==> src/rtl/vic_pkg.sv <==
package vic_pkg;
  typedef struct packed {
    logic enWr;
    logic fastWr;
    logic dfltWr;
    logic prioWr;
    logic handlerWr;
  } cfgStrobe_t;

  localparam logic [1:0] REGION_CTRL    = 2'd0;
  localparam logic [1:0] REGION_PRIO    = 2'd1;
  localparam logic [1:0] REGION_HANDLER = 2'd2;
  localparam logic [3:0] SLOT_EN   = 4'd0;
  localparam logic [3:0] SLOT_FAST = 4'd1;
  localparam logic [3:0] SLOT_DFLT = 4'd2;
endpackage

==> src/rtl/vic_ctrl.sv <==
module vic_ctrl
  import vic_pkg::*;
#(
  parameter int NUM_SRC = 8,
  parameter int IDX_W   = 3,
  parameter int CFG_AW  = 6
) (
  input  logic               clk,
  input  logic               rstN,
  input  logic [NUM_SRC-1:0] reqIn,
  input  logic               cfgWe,
  input  logic [CFG_AW-1:0]  cfgAddr,
  input  logic               ackValid,
  input  logic [IDX_W-1:0]   ackSrc,
  output cfgStrobe_t         strobe,
  output logic [IDX_W-1:0]   cfgIdx,
  output logic [NUM_SRC-1:0] setMask,
  output logic [NUM_SRC-1:0] clrMask
);
  logic [NUM_SRC-1:0] syncA, syncB, syncC;
  logic [1:0] region;
  logic [3:0] slot;
  logic slotOk;

  always_ff @(posedge clk or negedge rstN) begin
    if (!rstN) begin
      syncA <= '0;
      syncB <= '0;
      syncC <= '0;
    end else begin
      syncA <= reqIn;
      syncB <= syncA;
      syncC <= syncB;
    end
  end

  assign setMask = syncB & ~syncC;

  always_comb begin
    clrMask = '0;
    if (ackValid && ({1'b0, ackSrc} < (IDX_W+1)'(NUM_SRC)))
      clrMask = NUM_SRC'(1) << ackSrc;
  end

  assign region = cfgAddr[5:4];
  assign slot   = cfgAddr[3:0];
  assign slotOk = ({1'b0, slot} < 5'(NUM_SRC));
  assign cfgIdx = slot[IDX_W-1:0];

  always_comb begin
    strobe = '0;
    if (cfgWe) begin
      strobe.enWr      = (region == REGION_CTRL) && (slot == SLOT_EN);
      strobe.fastWr    = (region == REGION_CTRL) && (slot == SLOT_FAST);
      strobe.dfltWr    = (region == REGION_CTRL) && (slot == SLOT_DFLT);
      strobe.prioWr    = (region == REGION_PRIO) && slotOk;
      strobe.handlerWr = (region == REGION_HANDLER) && slotOk;
    end
  end
endmodule

==> src/rtl/vic_arb.sv <==
module vic_arb #(
  parameter int NUM_SRC = 8,
  parameter int IDX_W   = 3,
  parameter int PRIO_W  = 4
) (
  input  logic [NUM_SRC-1:0]             active,
  input  logic [NUM_SRC-1:0][PRIO_W-1:0] prioTab,
  output logic                           hit,
  output logic [IDX_W-1:0]               winIdx
);
  logic [PRIO_W-1:0] best;

  always_comb begin
    hit    = 1'b0;
    winIdx = '0;
    best   = '0;
    for (int i = 0; i < NUM_SRC; i++) begin
      if (active[i] && (!hit || prioTab[i] > best)) begin
        hit    = 1'b1;
        winIdx = IDX_W'(i);
        best   = prioTab[i];
      end
    end
  end
endmodule

==> src/rtl/vic_datapath.sv <==
module vic_datapath
  import vic_pkg::*;
#(
  parameter int NUM_SRC = 8,
  parameter int IDX_W   = 3,
  parameter int PRIO_W  = 4,
  parameter int ADDR_W  = 32
) (
  input  logic               clk,
  input  logic               rstN,
  input  cfgStrobe_t         strobe,
  input  logic [IDX_W-1:0]   cfgIdx,
  input  logic [ADDR_W-1:0]  cfgWdata,
  input  logic [NUM_SRC-1:0] setMask,
  input  logic [NUM_SRC-1:0] clrMask,
  output logic               irqReq,
  output logic               fiqReq,
  output logic [ADDR_W-1:0]  vecAddr,
  output logic [IDX_W-1:0]   vecSrc,
  output logic [NUM_SRC-1:0] pendBits,
  output logic [NUM_SRC-1:0] enBits,
  output logic [NUM_SRC-1:0] fastBits,
  output logic [ADDR_W-1:0]  dfltAddr
);
  localparam int LINES = 2;

  logic [NUM_SRC-1:0][PRIO_W-1:0] prioTab;
  logic [NUM_SRC-1:0][ADDR_W-1:0] handlerTab;
  logic [LINES-1:0][NUM_SRC-1:0]  lineActive;
  logic [LINES-1:0]               lineHit;
  logic [LINES-1:0][IDX_W-1:0]    lineIdx;

  always_ff @(posedge clk or negedge rstN) begin
    if (!rstN) begin
      pendBits   <= '0;
      enBits     <= '0;
      fastBits   <= '0;
      dfltAddr   <= '0;
      prioTab    <= '0;
      handlerTab <= '0;
    end else begin
      pendBits <= (pendBits & ~clrMask) | setMask;
      if (strobe.enWr)      enBits   <= cfgWdata[NUM_SRC-1:0];
      if (strobe.fastWr)    fastBits <= cfgWdata[NUM_SRC-1:0];
      if (strobe.dfltWr)    dfltAddr <= cfgWdata;
      if (strobe.prioWr)    prioTab[cfgIdx]    <= cfgWdata[PRIO_W-1:0];
      if (strobe.handlerWr) handlerTab[cfgIdx] <= cfgWdata;
    end
  end

  // line 0 = normal, line 1 = fast
  assign lineActive[0] = pendBits & enBits & ~fastBits;
  assign lineActive[1] = pendBits & enBits & fastBits;

  for (genvar g = 0; g < LINES; g++) begin : gLine
    vic_arb #(.NUM_SRC(NUM_SRC), .IDX_W(IDX_W), .PRIO_W(PRIO_W)) uArb (
      .active (lineActive[g]),
      .prioTab(prioTab),
      .hit    (lineHit[g]),
      .winIdx (lineIdx[g])
    );
  end

  assign irqReq = lineHit[0];
  assign fiqReq = lineHit[1];

  always_comb begin
    if (lineHit[1]) begin
      vecSrc  = lineIdx[1];
      vecAddr = handlerTab[lineIdx[1]];
    end else if (lineHit[0]) begin
      vecSrc  = lineIdx[0];
      vecAddr = handlerTab[lineIdx[0]];
    end else begin
      vecSrc  = '0;
      vecAddr = dfltAddr;
    end
  end
endmodule

==> src/rtl/vic_top.sv <==
module vic_top
  import vic_pkg::*;
#(
  parameter int NUM_SRC = 8,
  parameter int PRIO_W  = 4,
  parameter int ADDR_W  = 32,
  parameter int CFG_AW  = 6,
  localparam int IDX_W  = (NUM_SRC > 1) ? $clog2(NUM_SRC) : 1
) (
  input  logic               clk,
  input  logic               rstN,
  input  logic [NUM_SRC-1:0] reqIn,
  input  logic               cfgWe,
  input  logic [CFG_AW-1:0]  cfgAddr,
  input  logic [ADDR_W-1:0]  cfgWdata,
  input  logic               ackValid,
  input  logic [IDX_W-1:0]   ackSrc,
  output logic               irqReq,
  output logic               fiqReq,
  output logic [ADDR_W-1:0]  vecAddr,
  output logic [IDX_W-1:0]   vecSrc
);
  cfgStrobe_t         strobe;
  logic [IDX_W-1:0]   cfgIdx;
  logic [NUM_SRC-1:0] setMask, clrMask;
  logic [NUM_SRC-1:0] pendBits, enBits, fastBits;
  logic [ADDR_W-1:0]  dfltAddr;

  vic_ctrl #(.NUM_SRC(NUM_SRC), .IDX_W(IDX_W), .CFG_AW(CFG_AW)) uCtrl (
    .clk(clk), .rstN(rstN), .reqIn(reqIn), .cfgWe(cfgWe), .cfgAddr(cfgAddr),
    .ackValid(ackValid), .ackSrc(ackSrc), .strobe(strobe), .cfgIdx(cfgIdx),
    .setMask(setMask), .clrMask(clrMask)
  );

  vic_datapath #(.NUM_SRC(NUM_SRC), .IDX_W(IDX_W), .PRIO_W(PRIO_W), .ADDR_W(ADDR_W)) uData (
    .clk(clk), .rstN(rstN), .strobe(strobe), .cfgIdx(cfgIdx), .cfgWdata(cfgWdata),
    .setMask(setMask), .clrMask(clrMask), .irqReq(irqReq), .fiqReq(fiqReq),
    .vecAddr(vecAddr), .vecSrc(vecSrc), .pendBits(pendBits), .enBits(enBits),
    .fastBits(fastBits), .dfltAddr(dfltAddr)
  );
endmodule

==> config.mk <==
export PLATFORM = sky130hd
export DESIGN_NAME = vic_top
export DESIGN_NICKNAME = d
export VERILOG_FILES = /design/src/rtl/vic_pkg.sv /design/src/rtl/vic_ctrl.sv /design/src/rtl/vic_arb.sv /design/src/rtl/vic_datapath.sv /design/src/rtl/vic_top.sv
export SDC_FILE = /design/constraint.sdc
export NUM_CORES = 1
export LEC_CHECK = 0
export BUFFER_PORTS_ARGS = -buffer_cell sky130_fd_sc_hd__buf_2
export CAP_MARGIN = 20
export CORE_ASPECT_RATIO = 1.4
export CORE_MARGIN = 8
export CORE_UTILIZATION = 60
export CTS_BUF_LIST = sky130_fd_sc_hd__clkbuf_8
export DETAILED_ROUTE_END_ITERATION = 8
export HOLD_SLACK_MARGIN = 0.08
export PLACE_DENSITY_LB_ADDON = 0.05
export REMOVE_ABC_BUFFERS = 1
export SETUP_SLACK_MARGIN = 0.5
export SKIP_CTS_REPAIR_TIMING = 1
export SLEW_MARGIN = 10
export SYNTH_ARGS = -nofsm -noshare
export SYNTH_HDL_FRONTEND = slang
export SYNTH_HIERARCHICAL = 1
export SYNTH_SLANG_ARGS = --single-unit
==> constraint.sdc <==
create_clock -name clk -period 14.3 [get_ports clk]
set_input_delay 2.145 -clock clk [delete_from_list [all_inputs] [get_ports clk]]
set_output_delay 2.145 -clock clk [all_outputs]
set_load 0.02 [all_outputs]
==> impl_metrics.toml, run 1 <==
[synthesis]
synthTopCellsByArea = "dfrtp_1, mux2_2, mux4_2, ha_1, nand2_1"
yosysMostFrequentCell = "mux2_2"
synthCells = 1591
ys_seq_area_share_pct = 44.5
yosysTopAreaCell = "dfrtp_1"
synth_area_per_cell_um2 = 13.0
syn_area_um2 = 20700
yosys_warnings = 6
synth-seq-cells = 368
synth_top_area_share_pct = 44.5
synth_edf_count = 0
synthArstFlopShare_pct = 100
netlist-cell-type-count = 64
ys.flop_type = "dfrtp_1"
yosys-top-cells-count = "mux2_2, dfrtp_1, nand2_1, mux4_2"

[cells_and_area]
design_area_um2 = 24500
final_layout_size_suffix_gt1_share_pct = 52.7
multi_input_area_um2 = 11700
seq_area_um2 = 9210
nets = 1856
finish.utilization_pct = 71.9
fill_cells = 2342
syn_to_final_growth_pct = 18.2

[global_routing]
grt_pass1_wl_um = 87400
grt_max_degree = 120
grt.overflow.total = 0
grt_use_total_pct = 27.1
grt_antenna_before_repair = 2
grt_pass1_vias = 15345

[timing]
min_period_ps = 14040
fin_crit_sh_pct = 98.2
setup_tns_ps = 0
slew_violations = 0
fmax_mhz = 71.2
rsz0062_at_grt = "true"
slew_headroom_pct = 33.4
worstMarginPinSlew_ps = 995
finalSetupViolations = 0
holdWs_ps = 348
finClkSkew_ps = 7.15
hold_violations = 0

[placed_design]
hpwl_um = 34400
postPlaceCellArea_um2 = 21600
routabilityCongestion = 0.910
io_buffers = 89

[min_path]
hold_path.class = "flop to flop"

[power]
p_seq_share_pct = 33.5
peakVddDrop_uv = 100
combPwrFrac_pct = 43.6
power.share.clock_pct = 22.9
power_density_nw_per_um2 = 157
p_leak_uw = 0.0109
switching_share_pct = 36.2
p_int_uw = 2450
total_power_uw = 3850
p_sw_uw = 1390

[die]
dieArea_um2 = 40800
die_h_um = 236
fp.dieW_um = 173
start_util_pct = 60.8
boundaryPins = 90
core_area_um2 = 34000
rows = 80

[worst_setup_path]
start_kind = "flop"
crit_top_cell = "ha_1"
crit_type = "flop to output port"
end_kind = "output port"
crit_path_max_fanout = 8
cp_slowest_cell = "dfrtp_1"
crit_path_max_incr_delay_ps = 400
cp.required_ps = 12150
crit_family = "compound AO/OA/AOI/OAI gates"
crit_buf_inv = 8
arrival_ps = 11890

[clocking]
cts_sinks = 368
cts_root_buf = "clkbuf_8"
clk_latency_ps = 600
cts_buffers = 57
cts_buffer_depth = 3
htreeDepth = 2
tritoncts = "yes"
clk_pin_slew_ps = 60

[routing]
wire_per_inst_um = 26.6
antenna_left = 0
drt-total-wl_um = 59400
drt_iter0_drc = 954
num_vias = 14704
drc = 0
firstDrtPassIters = 5
avgViaCountPerCell = 6.57

[status]
status = "complete, no violations"

[flow_run]
drv_cap = 0
==> flip-flops by register name, summed over array words and instances (netlist names) <==
register,flops
uData/handlerTab,256
uData/dfltAddr,32
uData/prioTab,32
uCtrl/syncA,8
uCtrl/syncB,8
uCtrl/syncC,8
uData/enBits,8
uData/fastBits,8
uData/pendBits,8
==> power by group through the flow <==
stage               combinational (µW)  sequential, µW  clock, µW
finish                            1680            1290        881
global placement                  1290            1290          0
CTS                               1310            1280        902
global route                      1760            1310        945
detailed placement                1310            1300          0
floorplan                          948            1250          0
==> cell families after synthesis <==
family,count (synthesis),synth area share (%)
and+or+nand+nor,285,7.08
buffers and inverters,149,3.42
adders and majority gates,56,3.39
AOI/OAI and AO/OA,223,8.58
DFF,368,44.5
muxes,510,33.0
==> routing by layer <==
metal / wire length [µm] / global-route usage, % / share of wire [%]
met1: 22700 / 32.2 / 38
met2: 30000 / 46.6 / 51
met3: 3330 / 4.20 / 5.6
met4: 3270 / 14.7 / 5.5
met5: 13 / 0 / 0.022
==> worst paths after layout <==
kind | startpoint | slack (ps) | endpoint | depth (start not counted)
min | uCtrl/syncA[5]$_DFF_PN0_ | 350 | uCtrl/syncB[5]$_DFF_PN0_ | 0
min in group asynchronous | rstN | 1620 | uData/dfltAddr[22]$_DFFE_PN0P_ | 1
min reg2reg | uCtrl/syncA[5]$_DFF_PN0_ | 350 | uCtrl/syncB[5]$_DFF_PN0_ | 0
max reg2reg | uData/fastBits[0]$_DFFE_PN0P_ | 13340 | uData/fastBits[0]$_DFFE_PN0P_ | 2
max | uData/enBits[0]$_DFFE_PN0P_ | 260 | vecAddr[18] | 55
max in group asynchronous | rstN | 10340 | uData/prioTab[7]$_DFFE_PN0P_ | 3
==> metrics by stage <==
step	instances	worst slack [ps]
3_5_place_dp	2063	99.8
5_1_grt	2237	-142
2_1_floorplan	1482	-1160
3_3_place_gp	2063	431
6_report	2237	263
4_1_cts	2160	-632
==> worst reg2reg max path: cells and delay by family, from the launching register on <==
| kind | cells | cell delay [ps] |
|---|---|---|
| flip-flops | 1 | 430 |
| multiplexers | 1 | 260 |
| buffers and inverters | 1 | 160 |
==> placed cells by master, fill, tap and decap left out, types with 22 or more instances in the layout <==
cell      count
mux4_2       96
ha_1         42
dfrtp_1     368
mux2_2      398
nand2_1     101
buf_2        68
o22ai_1      24
clkbuf_8     69
inv_1        54
nor2_1       37
a31oi_1      22
buf_4       101
==> area by class of cell <==
type	count	share of cell area, %
timing repair buffer	205	7.04
clock inverter	28	0.732
multi-input combinational	1075	47.8
antenna	1	0.0102
inverter	40	0.614
sequential	368	37.7
clock buffer	69	3.88
tap	451	2.31
Power figures use the tool's default switching activity.
==> inputs of run 2 (changes only) <==
CORE_MARGIN = 2   (was 8)
REMOVE_ABC_BUFFERS = default   (was 1)
==> run 2 against run 1 <==
  * Die area decreased by 12%
  * Sequential share of layout area decreased by 0.84 points
  * First-iteration DRC count increased by 6.1%
  * Routed wire length is 0.71% lower
  * Register-to-register slack gained 20 ps
  * Global-route usage rose by 3.5 points
  * Fmax increased by 1.5%
  * Worst hold slack improved by 3.3 ps
  * Critical path type unchanged
  * Critical path depth increased by 1
==> impl_metrics.toml, run 2 (synthesis results as in run 1) <==
[power]
total_power_uw = 3930
peakVddDrop_uv = 112
p_leak_uw = 0.0112
power_density_nw_per_um2 = 157

[worst_setup_path]
regToRegSetupSlack_ps = 13360
crit_path_max_fanout = 23
crit_path_max_incr_delay_ps = 390
crit_top_cell = "ha_4"
cp_slowest_cell = "a221o_1"
arrival_ps = 11680
start_kind = "flop"
crit_type = "flop to output port"
cp.required_ps = 12150
end_kind = "output port"

[status]
status = "complete, no violations"

[routing]
antenna_left = 0
firstDrtPassIters = 4
drt-total-wl_um = 59000
avgViaCountPerCell = 6.53
drt_iter0_drc = 1012
num_vias = 14749
wire_per_inst_um = 26.1
drc = 0

[global_routing]
grt_pass1_vias = 14958
grt.overflow.total = 0
grt_pass1_wl_um = 85000
grt_use_total_pct = 30.6
grt_antenna_before_repair = 3
grt_max_degree = 104

[timing]
hold_violations = 0
min_period_ps = 13820
fmax_mhz = 72.3
finalSetupViolations = 0
finClkSkew_ps = 3.87
slew_violations = 0
worstMarginPinSlew_ps = 1070
setup_tns_ps = 0
slew_headroom_pct = 28.4
fin_crit_sh_pct = 96.7
rsz0062_at_grt = "true"

[placed_design]
hpwl_um = 34100
routabilityCongestion = 0.912
dp_cells = 2065
postPlaceCellArea_um2 = 21600
io_buffers = 89

[die]
dieArea_um2 = 36000
rows = 80
core_area_um2 = 34000
die_h_um = 224
start_util_pct = 60.8
fp.dieW_um = 161
boundaryPins = 90

[clocking]
tritoncts = "yes"
cts_sinks = 368
cts_buffer_depth = 3
cts_root_buf = "clkbuf_8"
cts_buffers = 56
clk_latency_ps = 600
clk_pin_slew_ps = 60
htreeDepth = 2

[cells_and_area]
largest_register = "uData/handlerTab"
largestRegisters = "uData/handlerTab (256), uData/dfltAddr (32), uData/prioTab (32)"
stdcell_count = 2258
layout_commonest_cell = "mux2_2"
largest_register_ffs = 256
syn_to_final_growth_pct = 20.9
final_layout_size_suffix_gt1_share_pct = 55.5
design_area_um2 = 25000
mostFrequentLayoutCells = "mux2_2, dfrtp_1, buf_4, mux4_2, nand2_1"
nets = 1872

[min_path]
hold_path.class = "flop to flop"

[synthesis]
syn-num-nets = 1700

[flow_run]
drv_cap = 0
-- run 2: changes by cell type in the layout (fill, tap and decap cells not counted), moves of 6 or more --
cell,delta
a221oi_2,+8
o22ai_2,+6
o22ai_1,-6
a221oi_1,-6
ha_4,+13
nand2_2,+7
clkbuf_8,+6
ha_1,-13
mux2_4,+8
mux2_2,-8
buf_4,+8
nand2_1,-10
-- run 2: stage by stage --
stage               hold slack [ps]  setup slack, ps  utilization, %
detailed placement              336             -234            63.5
global route                    364              128            73.5
finish                          352              477            73.5
CTS                             352             -962            67.0
global placement                334             -118            63.5
floorplan                       331             1610               -
-- run 2: final timing paths --
path	cells after the start	end	from
max in group asynchronous	4	uData/handlerTab[30]$_DFFE_PN0P_	rstN
max	56	vecAddr[24]	uData/pendBits[0]$_DFF_PN0_
min in group asynchronous	1	uCtrl/syncB[1]$_DFF_PN0_	rstN
min reg2reg	0	uCtrl/syncB[3]$_DFF_PN0_	uCtrl/syncA[3]$_DFF_PN0_
min	0	uCtrl/syncB[3]$_DFF_PN0_	uCtrl/syncA[3]$_DFF_PN0_
max reg2reg	1	uData/prioTab[18]$_DFFE_PN0P_	uData/prioTab[18]$_DFFE_PN0P_
-- run 2: per-layer routing --
metal	vias up	track usage, %	routed length (µm)
li1	6390	-	-
met1	7699	37.3	22600
met2	492	53.5	30500
met3	164	3.91	2900
met4	4	15.6	3030
met5	-	0	27
-- run 2: final cells by class --
| type | instances | area [µm²] |
|---|---|---|
| Antenna cell | 1 | 2.50 |
| Clock buffer | 75 | 1030 |
| Clock inverter | 26 | 141 |
| Fill cell | 2259 | 9020 |
| Inverter | 40 | 150 |
| Multi-Input combinational cell | 1074 | 12000 |
| Sequential cell | 368 | 9210 |
| Tap cell | 451 | 564 |
| Timing Repair Buffer | 223 | 1910 |
-- run 2: power breakdown --
group,internal [µW],switching [µW]
combinational,859,884
sequential,1170,116
clock,484,411
-- run 2: critical path, delay by kind of cell (launching register included) --
family	cells	cell delay (ps)
and+or+nand+nor	17	2550
buffers and inverters	9	1430
muxes	2	690
DFF	1	370
adders and majority gates	7	1810
AOI/OAI and AO/OA	21	4180
==> inputs of run 3 (changes only) <==
SYNTH_HIERARCHICAL = default   (was 1)
==> run 3 against run 2 <==
  * Via count rose by 16%
  * Sequential power barely moved
  * Sequential share of layout area rose by 1.1 points
  * Die area rose by 1.7%
  * Core utilization fell by 3.6 points
  * Design area fell by 2.8%
  * Global-route usage rose by 2.8 points
==> impl_metrics.toml, run 3 <==
[placed_design]
routabilityCongestion = 0.869
io_buffers = 89
hpwl_um = 36800

[routing]
num_vias = 17060
wire_per_inst_um = 25.8
drc = 0
met2_length_um = 31600
wl_met3_um = 3540
wl_met1_um = 24800
top_layer = "met5"
antenna_left = 0
drt-total-wl_um = 63600
drt_iter0_drc = 1263
firstDrtPassIters = 5
avgViaCountPerCell = 6.90

[worst_setup_path]
regToRegSetupSlack_ps = 13330
arrival_ps = 11420
r2r-end = "uData.prioTab[17]$_DFFE_PN0P_"
reg2reg_depth = 2
r2r_start = "uData.prioTab[17]$_DFFE_PN0P_"
crit_path_max_fanout = 8
end_kind = "output port"
start_kind = "flop"
cp_slowest_cell = "dfrtp_1"
crit_path_max_incr_delay_ps = 390
crit_type = "flop to output port"
cp.required_ps = 12150
crit_top_cell = "ha_1"

[cells_and_area]
final_layout_size_suffix_gt1_share_pct = 37.4
largest_register = "uData.handlerTab"
syn_to_final_growth_pct = 15.5
mostFrequentLayoutCells = "mux2_2, dfrtp_1, nand3_1, buf_2, nand2_1"
largestRegisters = "uData.handlerTab (256), uData.dfltAddr (32), uData.prioTab (32)"
layout_commonest_cell = "mux2_2"
largest_register_ffs = 256
finish.utilization_pct = 69.9
fill_cells = 2606
nets = 2082

[synthesis]
ys_seq_area_share_pct = 43.7
yosysMostFrequentCell = "mux2_2"
yosys_warnings = 0
syn_area_um2 = 21000
synth-seq-cells = 368
synth_top_area_share_pct = 43.7
synthTopCellsByArea = "dfrtp_1, mux2_2, mux2i_1, ha_1, a211o_1"
netlist-cell-type-count = 69
synth_area_per_cell_um2 = 11.2
synthArstFlopShare_pct = 100
synthCells = 1875
syn-num-nets = 1984
yosys-top-cells-count = "mux2_2, dfrtp_1, clkbuf_1, nand2_1, nand3_1"
yosysTopAreaCell = "dfrtp_1"
ys.flop_type = "dfrtp_1"
synth_edf_count = 0

[min_path]
min_delay_worst_endpoint = "uCtrl.syncB[0]$_DFF_PN0_"
hold_start = "uCtrl.syncA[0]$_DFF_PN0_"
hold_path.class = "flop to flop"
holdPathStages = 0

[clocking]
htreeDepth = 2
cts_buffers = 58
cts_root_buf = "clkbuf_8"
cts_buffer_depth = 3
clk_latency_ps = 610
tritoncts = "yes"
clk_pin_slew_ps = 60
cts_sinks = 368

[timing]
hold_violations = 0
finalSetupViolations = 0
finClkSkew_ps = 4.09
rsz0062_at_grt = "false"
min_period_ps = 13570
slew_headroom_pct = 7.00
setup_tns_ps = 0
fin_crit_sh_pct = 94.9
worstMarginPinSlew_ps = 1380
slew_violations = 0
fmax_mhz = 73.7

[power]
peakVddDrop_uv = 91.0
power_density_nw_per_um2 = 158
p_leak_uw = 0.0113

[die]
core_area_um2 = 34800
boundaryPins = 90
dieArea_um2 = 36600
fp.dieW_um = 162
rows = 81
die_h_um = 226
start_util_pct = 60.6

[flow_run]
drv_cap = 0

[global_routing]
grt_antenna_before_repair = 4
grt_use_total_pct = 33.4
grt_pass1_wl_um = 95100
grt_pass1_vias = 16995
grt.overflow.total = 0
grt_max_degree = 97

[status]
status = "complete, no violations"
[run 3: worst max-delay path, delay by kind of cell, from the launching register on]
kind	cells	cell delay (ps)
muxes	5	1580
buffers and inverters	5	760
DFF	1	390
and+or+nand+nor	13	2180
AOI/OAI and AO/OA	20	3920
adders and majority gates	7	1940
[run 3: logic make-up (layout without fill, tap and decap cells)]
| family | after synthesis | count (layout) | synth area share, % |
|---|---|---|---|
| AND/OR/NAND/NOR | 327 | 329 | 8.27 |
| other | 0 | 2 | 0 |
| flip-flops | 368 | 368 | 43.7 |
| buffers and inverters | 198 | 333 | 3.99 |
| multiplexers | 459 | 459 | 24.2 |
| adder cells (fa/ha/maj) | 56 | 56 | 3.33 |
| AO/OA/AOI/OAI | 467 | 468 | 16.5 |
[run 3: final cells by class]
class | instances | area (µm²) | share of cell area, %
clock inverter | 28 | 120 | 0.494
timing repair buffer | 188 | 1590 | 6.54
antenna | 2 | 5.00 | 0.0206
tap | 456 | 571 | 2.35
clock buffer | 72 | 991 | 4.08
multi-input combinational | 1312 | 11700 | 47.9
sequential | 368 | 9210 | 37.9
inverter | 45 | 169 | 0.695
[run 3: worst max path at each step]
stage                     slack (ps)                           from     endpoint  cells past startpoint
after floorplan                 1560  uData.fastBits[0]$_DFFE_PN0P_   vecAddr[0]                     53
after global placement           740  uData.fastBits[0]$_DFFE_PN0P_   vecAddr[2]                     49
after detailed placement         330  uData.fastBits[0]$_DFFE_PN0P_  vecAddr[30]                     51
after CTS                       -350  uData.fastBits[0]$_DFFE_PN0P_  vecAddr[30]                     51
after global routing              90  uData.fastBits[0]$_DFFE_PN0P_  vecAddr[17]                     52
final                            730  uData.fastBits[0]$_DFFE_PN0P_  vecAddr[17]                     50
[run 3: power breakdown]
group	internal, µW	switching (µW)
clock network	449	420
registers	1170	112
logic	673	1010
[run 3: routing by layer]
metal,vias to the layer above,track usage (%)
met5,-,0
met1,8756,40.6
li1,7391,-
met2,667,57.4
met4,4,18.4
met3,242,4.68
[run 3: metrics by stage]
step                hold WS, ps  total power [µW]  area (µm²)  setup slack [ps]  instances
finish                      347              3840       24300               732       2471
CTS                         349              3610       23200              -351       2413
detailed placement          335              2740       22000               333       2313
global placement            336              2710       22000               744       2312
global route                357              4010       24300              92.2       2471
floorplan                   331              2220       21000              1560       1875
